==> config.mk <==
export PLATFORM = sky130hd
export DESIGN_NAME = byte_alu_sreg
export DESIGN_NICKNAME = d
export VERILOG_FILES = /design/src/rtl/alu_sreg_pkg.sv /design/src/rtl/alu_addsub.sv /design/src/rtl/alu_logic_shift.sv /design/src/rtl/alu_flag_next.sv /design/src/rtl/byte_alu_sreg.sv
export SDC_FILE = /design/constraint.sdc
export NUM_CORES = 1
export LEC_CHECK = 0
export BUFFER_PORTS_ARGS = -buffer_cell sky130_fd_sc_hd__buf_2
export CORE_MARGIN = 3
export CORE_UTILIZATION = 40
export CTS_CLUSTER_DIAMETER = 50
export CTS_CLUSTER_SIZE = 10
export DETAILED_ROUTE_END_ITERATION = 6
export PLACE_DENSITY_LB_ADDON = 0.05
export SETUP_SLACK_MARGIN = 0.05
export SLEW_MARGIN = 20
export SYNTH_ARGS = -nofsm -noshare
export SYNTH_HDL_FRONTEND = slang
export SYNTH_SLANG_ARGS = --single-unit
==> constraint.sdc <==
create_clock -name clk -period 6.33 [get_ports clk]
set_clock_uncertainty 0.1 [all_clocks]
set_input_delay 0.3165 -clock clk [delete_from_list [all_inputs] [get_ports clk]]
set_output_delay 0.3165 -clock clk [all_outputs]
set_load 0.005 [all_outputs]
==> src/rtl/alu_sreg_pkg.sv <==
`timescale 1ns/1ps
package alu_sreg_pkg;
   localparam int FLAG_W = 8;
   localparam int SEL_W  = $clog2(FLAG_W);
   localparam int FL_C = 0;
   localparam int FL_Z = 1;
   localparam int FL_N = 2;
   localparam int FL_V = 3;
   localparam int FL_S = 4;
   localparam int FL_H = 5;

   typedef enum logic [4:0] {
      OP_ADD  = 5'd0,  OP_ADC  = 5'd1,  OP_SUB  = 5'd2,  OP_SBC  = 5'd3,
      OP_AND  = 5'd4,  OP_OR   = 5'd5,  OP_XOR  = 5'd6,  OP_COM  = 5'd7,
      OP_NEG  = 5'd8,  OP_INC  = 5'd9,  OP_DEC  = 5'd10, OP_LSL  = 5'd11,
      OP_LSR  = 5'd12, OP_ROL  = 5'd13, OP_ROR  = 5'd14, OP_ASR  = 5'd15,
      OP_SWAP = 5'd16, OP_BSET = 5'd17, OP_BCLR = 5'd18
   } alu_op_e;
endpackage

==> src/rtl/alu_addsub.sv <==
`timescale 1ns/1ps
module alu_addsub #(
   parameter int W  = 8,
   parameter int HW = W / 2
) (
   input  logic [W-1:0] x,
   input  logic [W-1:0] y,
   input  logic         ci,
   input  logic         sub,
   output logic [W-1:0] r,
   output logic         co,
   output logic         ho,
   output logic         vo
);
   logic [W:0]  full;
   logic [HW:0] low;

   always_comb begin
      if (sub) begin
         full = {1'b0, x} - {1'b0, y} - {{W{1'b0}}, ci};
         low  = {1'b0, x[HW-1:0]} - {1'b0, y[HW-1:0]} - {{HW{1'b0}}, ci};
      end else begin
         full = {1'b0, x} + {1'b0, y} + {{W{1'b0}}, ci};
         low  = {1'b0, x[HW-1:0]} + {1'b0, y[HW-1:0]} + {{HW{1'b0}}, ci};
      end
      r  = full[W-1:0];
      co = full[W];
      ho = low[HW];
      if (sub)
         vo = (x[W-1] ^ y[W-1]) & (full[W-1] ^ x[W-1]);
      else
         vo = ~(x[W-1] ^ y[W-1]) & (full[W-1] ^ x[W-1]);
   end
endmodule

==> src/rtl/alu_logic_shift.sv <==
`timescale 1ns/1ps
module alu_logic_shift
   import alu_sreg_pkg::*;
#(
   parameter int W  = 8,
   parameter int HW = W / 2
) (
   input  alu_op_e      op,
   input  logic [W-1:0] a,
   input  logic [W-1:0] b,
   input  logic         cin,
   output logic [W-1:0] r,
   output logic         co
);
   always_comb begin
      r  = a;
      co = cin;
      case (op)
         OP_AND:  r = a & b;
         OP_OR:   r = a | b;
         OP_XOR:  r = a ^ b;
         OP_LSL:  begin r = {a[W-2:0], 1'b0};   co = a[W-1]; end
         OP_LSR:  begin r = {1'b0, a[W-1:1]};   co = a[0];   end
         OP_ROL:  begin r = {a[W-2:0], cin};    co = a[W-1]; end
         OP_ROR:  begin r = {cin, a[W-1:1]};    co = a[0];   end
         OP_ASR:  begin r = {a[W-1], a[W-1:1]}; co = a[0];   end
         OP_SWAP: r = {a[HW-1:0], a[W-1:HW]};
         default: r = a;
      endcase
   end
endmodule

==> src/rtl/alu_flag_next.sv <==
`timescale 1ns/1ps
module alu_flag_next
   import alu_sreg_pkg::*;
#(
   parameter int W           = 8,
   parameter bit SBC_Z_CHAIN = 1'b1
) (
   input  alu_op_e           op,
   input  logic [FLAG_W-1:0] cur,
   input  logic [W-1:0]      r,
   input  logic              ar_c,
   input  logic              ar_h,
   input  logic              ar_v,
   input  logic              sh_c,
   input  logic [SEL_W-1:0]  bsel,
   output logic [FLAG_W-1:0] nxt
);
   logic neg_bit, zero, sbc_z;

   assign neg_bit = r[W-1];
   assign zero    = ~|r;

   generate
      if (SBC_Z_CHAIN) begin : g_zchain
         assign sbc_z = zero & cur[FL_Z];
      end else begin : g_zplain
         assign sbc_z = zero;
      end
   endgenerate

   always_comb begin
      nxt = cur;
      case (op)
         OP_ADD, OP_ADC, OP_SUB, OP_SBC, OP_NEG: begin
            nxt[FL_H] = ar_h;
            nxt[FL_C] = ar_c;
            nxt[FL_V] = ar_v;
            nxt[FL_N] = neg_bit;
            nxt[FL_Z] = (op == OP_SBC) ? sbc_z : zero;
            nxt[FL_S] = neg_bit ^ ar_v;
         end
         OP_AND, OP_OR, OP_XOR: begin
            nxt[FL_V] = 1'b0;
            nxt[FL_N] = neg_bit;
            nxt[FL_Z] = zero;
            nxt[FL_S] = neg_bit;
         end
         OP_INC, OP_DEC: begin
            nxt[FL_V] = ar_v;
            nxt[FL_N] = neg_bit;
            nxt[FL_Z] = zero;
            nxt[FL_S] = neg_bit ^ ar_v;
         end
         OP_COM: begin
            nxt[FL_C] = 1'b1;
            nxt[FL_V] = 1'b0;
            nxt[FL_N] = neg_bit;
            nxt[FL_Z] = zero;
            nxt[FL_S] = neg_bit;
         end
         OP_LSL, OP_LSR, OP_ROL, OP_ROR, OP_ASR: begin
            nxt[FL_C] = sh_c;
            nxt[FL_V] = neg_bit ^ sh_c;
            nxt[FL_N] = neg_bit;
            nxt[FL_Z] = zero;
            nxt[FL_S] = sh_c;
         end
         OP_BSET: nxt[bsel] = 1'b1;
         OP_BCLR: nxt[bsel] = 1'b0;
         default: nxt = cur;
      endcase
   end
endmodule

==> src/rtl/byte_alu_sreg.sv <==
`timescale 1ns/1ps
module byte_alu_sreg
   import alu_sreg_pkg::*;
#(
   parameter int DATA_W      = 8,
   parameter bit SBC_Z_CHAIN = 1'b1
) (
   input  logic              clk,
   input  logic              rst_n,
   input  logic              exec_en,
   input  logic [4:0]        op,
   input  logic [DATA_W-1:0] opa,
   input  logic [DATA_W-1:0] opb,
   input  logic [SEL_W-1:0]  flag_sel,
   output logic [DATA_W-1:0] result,
   output logic [FLAG_W-1:0] status
);
   localparam int HALF_W = DATA_W / 2;

   generate
      if (DATA_W < 8 || (DATA_W % 2) != 0) begin : g_bad_width
         $error("byte_alu_sreg: DATA_W must be even and at least 8");
      end
   endgenerate

   alu_op_e           op_e;
   logic [DATA_W-1:0] ax, ay, ar_r, ls_r;
   logic              aci, asub, ar_c, ar_h, ar_v, sh_c, use_arith;
   logic [FLAG_W-1:0] sreg_q, sreg_d;

   assign op_e = alu_op_e'(op);

   always_comb begin
      ax   = opa;
      ay   = opb;
      aci  = 1'b0;
      asub = 1'b0;
      case (op_e)
         OP_ADC: aci = sreg_q[FL_C];
         OP_SUB: asub = 1'b1;
         OP_SBC: begin asub = 1'b1; aci = sreg_q[FL_C]; end
         OP_NEG: begin ax = '0; ay = opa; asub = 1'b1; end
         OP_COM: begin ax = '1; ay = opa; asub = 1'b1; end
         OP_INC: begin ay = '0; aci = 1'b1; end
         OP_DEC: begin ay = '0; aci = 1'b1; asub = 1'b1; end
         default: ;
      endcase
   end

   alu_addsub #(.W(DATA_W), .HW(HALF_W)) u_addsub (
      .x(ax), .y(ay), .ci(aci), .sub(asub),
      .r(ar_r), .co(ar_c), .ho(ar_h), .vo(ar_v)
   );

   alu_logic_shift #(.W(DATA_W), .HW(HALF_W)) u_logic (
      .op(op_e), .a(opa), .b(opb), .cin(sreg_q[FL_C]),
      .r(ls_r), .co(sh_c)
   );

   assign use_arith = op_e inside {OP_ADD, OP_ADC, OP_SUB, OP_SBC,
                                   OP_COM, OP_NEG, OP_INC, OP_DEC};
   assign result = use_arith ? ar_r : ls_r;

   alu_flag_next #(.W(DATA_W), .SBC_Z_CHAIN(SBC_Z_CHAIN)) u_flags (
      .op(op_e), .cur(sreg_q), .r(result),
      .ar_c(ar_c), .ar_h(ar_h), .ar_v(ar_v), .sh_c(sh_c),
      .bsel(flag_sel), .nxt(sreg_d)
   );

   always_ff @(posedge clk or negedge rst_n) begin
      if (!rst_n)       sreg_q <= '0;
      else if (exec_en) sreg_q <= sreg_d;
   end

   assign status = sreg_q;
endmodule

# Word level (Yosys, flattened, before mapping)
# Cells that the tools add are included.
# totals
inputBits	27
word_cells	85
reg_bits	8
output_inout_bits	16
# classes
n_bitwise	14
reduce_logical	22
n_eq_ne	18
n_lt_le_gt_ge	2
n_addsub	8
muxes	17
# ops
operator	n
$pmux W8 S9	1
$eq A5 B4 Y1 const B	8
$pmux W8 S2	2
$pmux W4 S6	1
$eq A5 B3 Y1 const B	4
$and A8 B8 Y8	2
$or A8 B8 Y8	2
$eq A5 B5 Y1 const B	3
$reduce_or A5 Y1	3
$eq A5 B2 Y1 const B	2
$add A8 B8 Y9	1
$add A9 B1 Y9	1
$mux W9	1
$sub A8 B8 Y9	1
$sub A9 B1 Y9	1
$mux W8	1
$not A8 Y8	1
$reduce_and A2 Y1	4
$reduce_bool A8 Y1	1
$reduce_or A2 Y1	4
$reduce_or A8 Y1	1
$xor A8 B8 Y8	1
$reduce_bool A6 Y1	1
$add A4 B4 Y5	1
24 further kinds	33

# Depth between registers and ports, before layout
# depth
depth_word	12
ltp_mapped	19

# Hierarchy
# A second synthesis with hierarchy kept.
# unflattened
cells_unflattened	419
area_unflattened_um2	3169.3
# modules_own_cells
module	instances	area_each_um2	cells_each
alu_addsub	1	982.2	134
alu_logic_shift	1	973.4	136
byte_alu_sreg	1	659.4	62
alu_flag_next	1	554.3	87

# Worst setup path after synthesis
# Ideal clock, no wire load.
# synth_timing
kind	input-to-reg
from	input op[1]
to	register sreg_q[1], in the netlist status[1]
setup_ns	0.104
slack_ns	2.131
path_stages	17
arrival_time_ns	3.995
n_path_buf	3
path_cell_list	buf_2 -> buf_2 -> clkbuf_1 -> nand3_1 -> nand2_1 -> a22o_1 -> inv_1 -> fa_1 -> fa_1 -> nor2b_1 -> o21ai_0 -> and2_1 -> xnor2_1 -> a211oi_1 -> a21oi_1 -> or4_1 -> o41ai_2
# synth_via
elab_chain_cells	12
# synth_lines
item	line	text
start, declared	byte_alu_sreg.sv:11	input logic [4:0] op,
$eq A5 B4 Y1 or $eq A5 B3 Y1 (tied branches)	byte_alu_sreg.sv:38, byte_alu_sreg.sv:60	
$reduce_or A2 Y1 (no source line)	-	
$pmux W8 S2	byte_alu_sreg.sv:38	case (op_e)
$add A8 B8 Y9 or $sub A8 B8 Y9 (tied branches)	alu_addsub.sv:23, alu_addsub.sv:20	
$add A9 B1 Y9 or $sub A9 B1 Y9 (tied branches)	alu_addsub.sv:23, alu_addsub.sv:20	
$mux W9	alu_addsub.sv:19	if (sub) begin
$mux W8 *	byte_alu_sreg.sv:62	assign result = use_arith ? ar_r : ls_r;
net result[4]	byte_alu_sreg.sv:15	output logic [DATA_W-1:0] result,
$reduce_or A8 Y1 *	alu_flag_next.sv:21	assign zero = ~|r;
$logic_not A1 Y1 *	alu_flag_next.sv:21	
$and A1 B1 Y1	alu_flag_next.sv:25	assign sbc_z = zero & cur[FL_Z];
$mux W1	alu_flag_next.sv:39	nxt[FL_Z] = (op == OP_SBC) ? sbc_z : zero;
$pmux W4 S6 *	alu_flag_next.sv:33	case (op)
end signal, assigned	byte_alu_sreg.sv:72	else if (exec_en) sreg_q <= sreg_d;
end, declared	byte_alu_sreg.sv:29	logic [FLAG_W-1:0] sreg_q, sreg_d;
# Mark *: on every way through the listed nets, which the timed path passes. The rest lies on a longest branch.
# A chain may end at the register's enable or synchronous reset.

# Worst setup path after layout
# layout_timing
from	input op[2]
to	output result[6]
# layout_via
elab_chain_cells	7
# layout_lines
item	line
$eq A5 B4 Y1 or $eq A5 B3 Y1 (tied branches)	byte_alu_sreg.sv:38, byte_alu_sreg.sv:60
$reduce_or A2 Y1 (no source line)	-
$pmux W8 S2	byte_alu_sreg.sv:38
$add A8 B8 Y9 or $sub A8 B8 Y9 (tied branches)	alu_addsub.sv:23, alu_addsub.sv:20
$add A9 B1 Y9 or $sub A9 B1 Y9 (tied branches)	alu_addsub.sv:23, alu_addsub.sv:20
$mux W9	alu_addsub.sv:19
$mux W8 *	byte_alu_sreg.sv:62
end, declared	byte_alu_sreg.sv:15
# Every way passes the cells marked *; elsewhere a longest branch is shown, timed or not.

==> summary.txt <==
Run status
  • Run status: complete, no violations

Timing
  • Post-route worst hold slack: 0.363 ns
  • TNS Setup: 0 ns
  • Maximum achievable frequency: 205 MHz
  • Post-route minimum period: 4.87 ns
  • Slew of the pin with the lowest slew margin: 0.881 ns
  • Share of the cycle needed by the critical path after routing: 77.0%
  • RSZ-0062 raised after global routing: false
  • Final number of max-transition violations: 0
  • Rel. slew slack: 40.8%
  • Final worst-path setup slack: 1.46 ns
  • Final count of negative-setup-slack endpoints: 0
  • Final-report hold violation count: 0

Drt
  • Wire per inst: 18.4 µm
  • Antenna Violating Nets Remaining: 0
  • Wirelength, routed: 9060 µm
  • Number of violations reported at the end of detailed-routing iteration 0: 227
  • Drt first pass iters: 5
  • Number of vias per cell: 5.97
  • Vias after detailed routing: 2,938
  • DRC violation count after routing: 0

GRT
  • GR peak layer: met2
  • Remaining global-route overflow: 0
  • Global-route total usage across every layer: 22.6%
  • Number of antenna violations at the first check in global routing: 0
  • Wire length of the first global-routing pass: 14,200 µm
  • Number of global-route vias before repair: 2,776
  • Global-route track usage on met3: 2.74%
  • Met2 track demand over resource: 36.1%
  • Met1 track utilization from global routing: 33.0%
  • Maximum number of pins on one net before global-route repair: 33

Final layout
  • Share of final-layout standard cells stronger than drive strength 1: 15.8%
  • Final std cells w/o fill: 492
  • Final #Nets: 467
  • Growth of design area from synthesis to finish: 9.62%
  • # diodes: 0

Critical path
  • Arrival time at the worst endpoint: 4.46 ns
  • Maximum fanout along the worst path: 23
  • Critical Path, Cell by Cell: buf_2 > nor3b_1 > nand3_1 > nand2_1 > a22o_1 > inv_1 > fa_1 > fa_1 > nor2b_1 > o21ai_0 > a21boi_0 > o21ai_0 > nand2b_1 > xnor2_1 > o311ai_0 > buf_2
  • Number of buffers and inverters on the critical path: 3
  • WP data required: 5.91 ns
  • Cell family with the largest share of critical-path delay: simple AND/OR/NAND/NOR gates
  • CP endpoint kind: output pin
  • Type of origin of the critical path: primary input
  • Slowest cell on the critical path: nor3b_1
  • Delay contributed by the slowest stage of the critical path: 0.60 ns
  • Critical path class: in -> out

Place
  • Number of I/O port buffers: 42
  • Pre-CTS setup slack: 1.46 ns
  • Placed Instances: 488
  • Sum of net half-perimeters after detailed placement: 7150 µm
  • Last weighted congestion value of the routability-driven placer: 0.860

Clock network
  • Clock transition time at the flip-flop clock pins of the worst setup and hold paths: 0.05 ns
  • Clock tree from TritonCTS: yes
  • Post-cts resize count: 0
  • Post-CTS setup buffer count: 0
  • Buffer levels on the longest clock path: 2
  • Sinks on the clock net: 8
  • TritonCTS Buffers: 3
  • Root Driver: clkbuf_8
  • Depth of the CTS H-tree: 1
  • Hold buffer count at cts: 1
  • Clock insertion delay at the later pin of the skew report: 0.23 ns

Logic synthesis
  • Number of different library cells in the post-synthesis netlist: 73
  • #FFs+latches synth: 8
  • Share of the yosys chip area belonging to registers: 7.16%
  • Ys flop type: dfrtp_1
  • Fraction of registers with async set/reset: 100%
  • Synth Cell Area: 0.00280 mm²
  • Number of synthesized flops with an enable pin: 0
  • Number of warning messages in the yosys log: 0
  • Cell count after synthesis: 378
  • Total nets after synthesis: 444
  • Synthesized area per cell: 7.40 µm²

Pwr
  • Maximum vdd ir drop: 63.1 µV
  • Power per standard cell area: 138 mW/mm²
  • PnR Total Power: 422 µW
  • Reported leakage power: 1.38 nW

Floorplan
  • Floorplan die height: 89.6 µm
  • Die Wd: 89.6 µm
  • Number of primary I/O pins: 43
  • Effective utilization at floorplan: 42.6%
  • Die Outline Area: 0.00803 mm²
  • FP Rows: 29
  • Placeable core region: 0.00657 mm²

Min path
  • Worst hold path type: in -> async

Run
  • Max-cap check violation count: 0
==> layer usage <==
| layer | vias up | part of all wire [%] |
|---|---|---|
| met5 | - | 0 |
| met4 | 0 | 0.78 |
| met3 | 9 | 6.6 |
| met2 | 119 | 45 |
| met1 | 1375 | 48 |
| li1 | 1435 | - |
==> layout by cell type (no fill, tap or decap), types with 3 or more instances in the layout <==
| cell type | Yosys | routed |
|---|---|---|
| buf_2 | 6 | 42 |
| inv_1 | 41 | 41 |
| ha_1 | 35 | 35 |
| o21ai_0 | 28 | 28 |
| nor2_1 | 24 | 24 |
| nand2_1 | 23 | 23 |
| mux2i_1 | 13 | 13 |
| nand2b_1 | 11 | 11 |
| xnor2_1 | 11 | 11 |
| a22o_1 | 10 | 10 |
| a21oi_1 | 9 | 9 |
| nand3_1 | 8 | 8 |
| nor2b_1 | 8 | 8 |
| dfrtp_1 | 8 | 8 |
| a21boi_0 | 7 | 7 |
| o22ai_1 | 7 | 7 |
| o211ai_1 | 6 | 6 |
| or3_1 | 5 | 5 |
| nor3_1 | 5 | 5 |
| a211oi_1 | 5 | 5 |
| mux2_2 | 5 | 5 |
| nor3b_1 | 4 | 4 |
| a31oi_1 | 4 | 4 |
| and4_1 | 4 | 4 |
| o21a_1 | 4 | 4 |
| a22oi_1 | 4 | 4 |
| fa_1 | 4 | 4 |
| xor2_1 | 3 | 3 |
| o41ai_1 | 3 | 3 |
| nand4_1 | 3 | 3 |
| o2111ai_1 | 3 | 3 |
| a32oi_1 | 3 | 3 |
| a222oi_1 | 3 | 3 |
| clkbuf_8 | 0 | 3 |
==> synth_stat cells, drive strengths merged (5+ instances only) <==
cell type,count,area (µm²)
mux2i,13,130
ha,35,438
or3,5,31.3
nor3,5,25.0
o22ai,8,56.3
buf,8,48.8
nand2b,11,68.8
a21boi,8,60.1
nand2,23,86.3
inv,41,154
a22o,10,87.6
o21ai,29,149
xnor2,11,96.3
nor2,24,90.1
nand3,8,40.0
mux2,5,56.3
a21oi,9,45.0
a211oi,6,50.1
dfrtp,8,200
o211ai,6,45.0
nor2b,8,50.1
clkbuf,18,67.6
==> cells by family after synthesis <==
family | after synthesis | share of synthesized area [%]
AOI/OAI and AO/OA | 122 | 32.4
xor gates and xnor gates | 14 | 4.38
adders and majority gates | 39 | 18.5
buffers and inverters | 67 | 9.66
DFF | 8 | 7.16
muxes | 18 | 6.66
and+or+nand+nor | 110 | 21.2
==> area by class of cell <==
| cell class | count | area [µm²] |
|---|---|---|
| clock buffer | 3 | 41.3 |
| fill | 688 | 3500 |
| inverter | 41 | 154 |
| multi-input combinational | 303 | 2330 |
| sequential | 8 | 200 |
| tap | 93 | 116 |
| timing repair buffer | 44 | 228 |
==> where the power goes <==
part           total, mW  internal [mW]  switching [mW]  leakage [nW]
Combinational      0.291          0.124           0.167          1.26
Clock             0.0624         0.0413          0.0211        0.0216
Sequential        0.0685         0.0601         0.00843        0.0969
==> path summary, 6_finish.rpt <==
| check | start | cells past startpoint | end | slack [ns] |
|---|---|---|---|---|
| setup / recovery | op[2] | 16 | result[6] | 1.46 |
| min in group clk | exec_en | 3 | status[0] | 0.37 |
| max in group asynchronous | rst_n | 2 | asynchronous set/reset pin | 5.58 |
| setup reg to reg | status[0] | 12 | status[1] | 2.68 |
| hold / removal | rst_n | 2 | status[3] | 0.36 |
| hold reg to reg | status[2] | 1 | status[2] | 0.40 |
==> metrics by stage <==
stage / util, % / area, µm²
5_1_grt: 46.7 / 3070
3_3_place_gp: 45.9 / 3020
4_1_cts: 46.7 / 3070
6_report: 46.7 / 3070
2_1_floorplan: - / 2800
3_5_place_dp: 45.9 / 3020
Power figures use the tool's default switching activity.
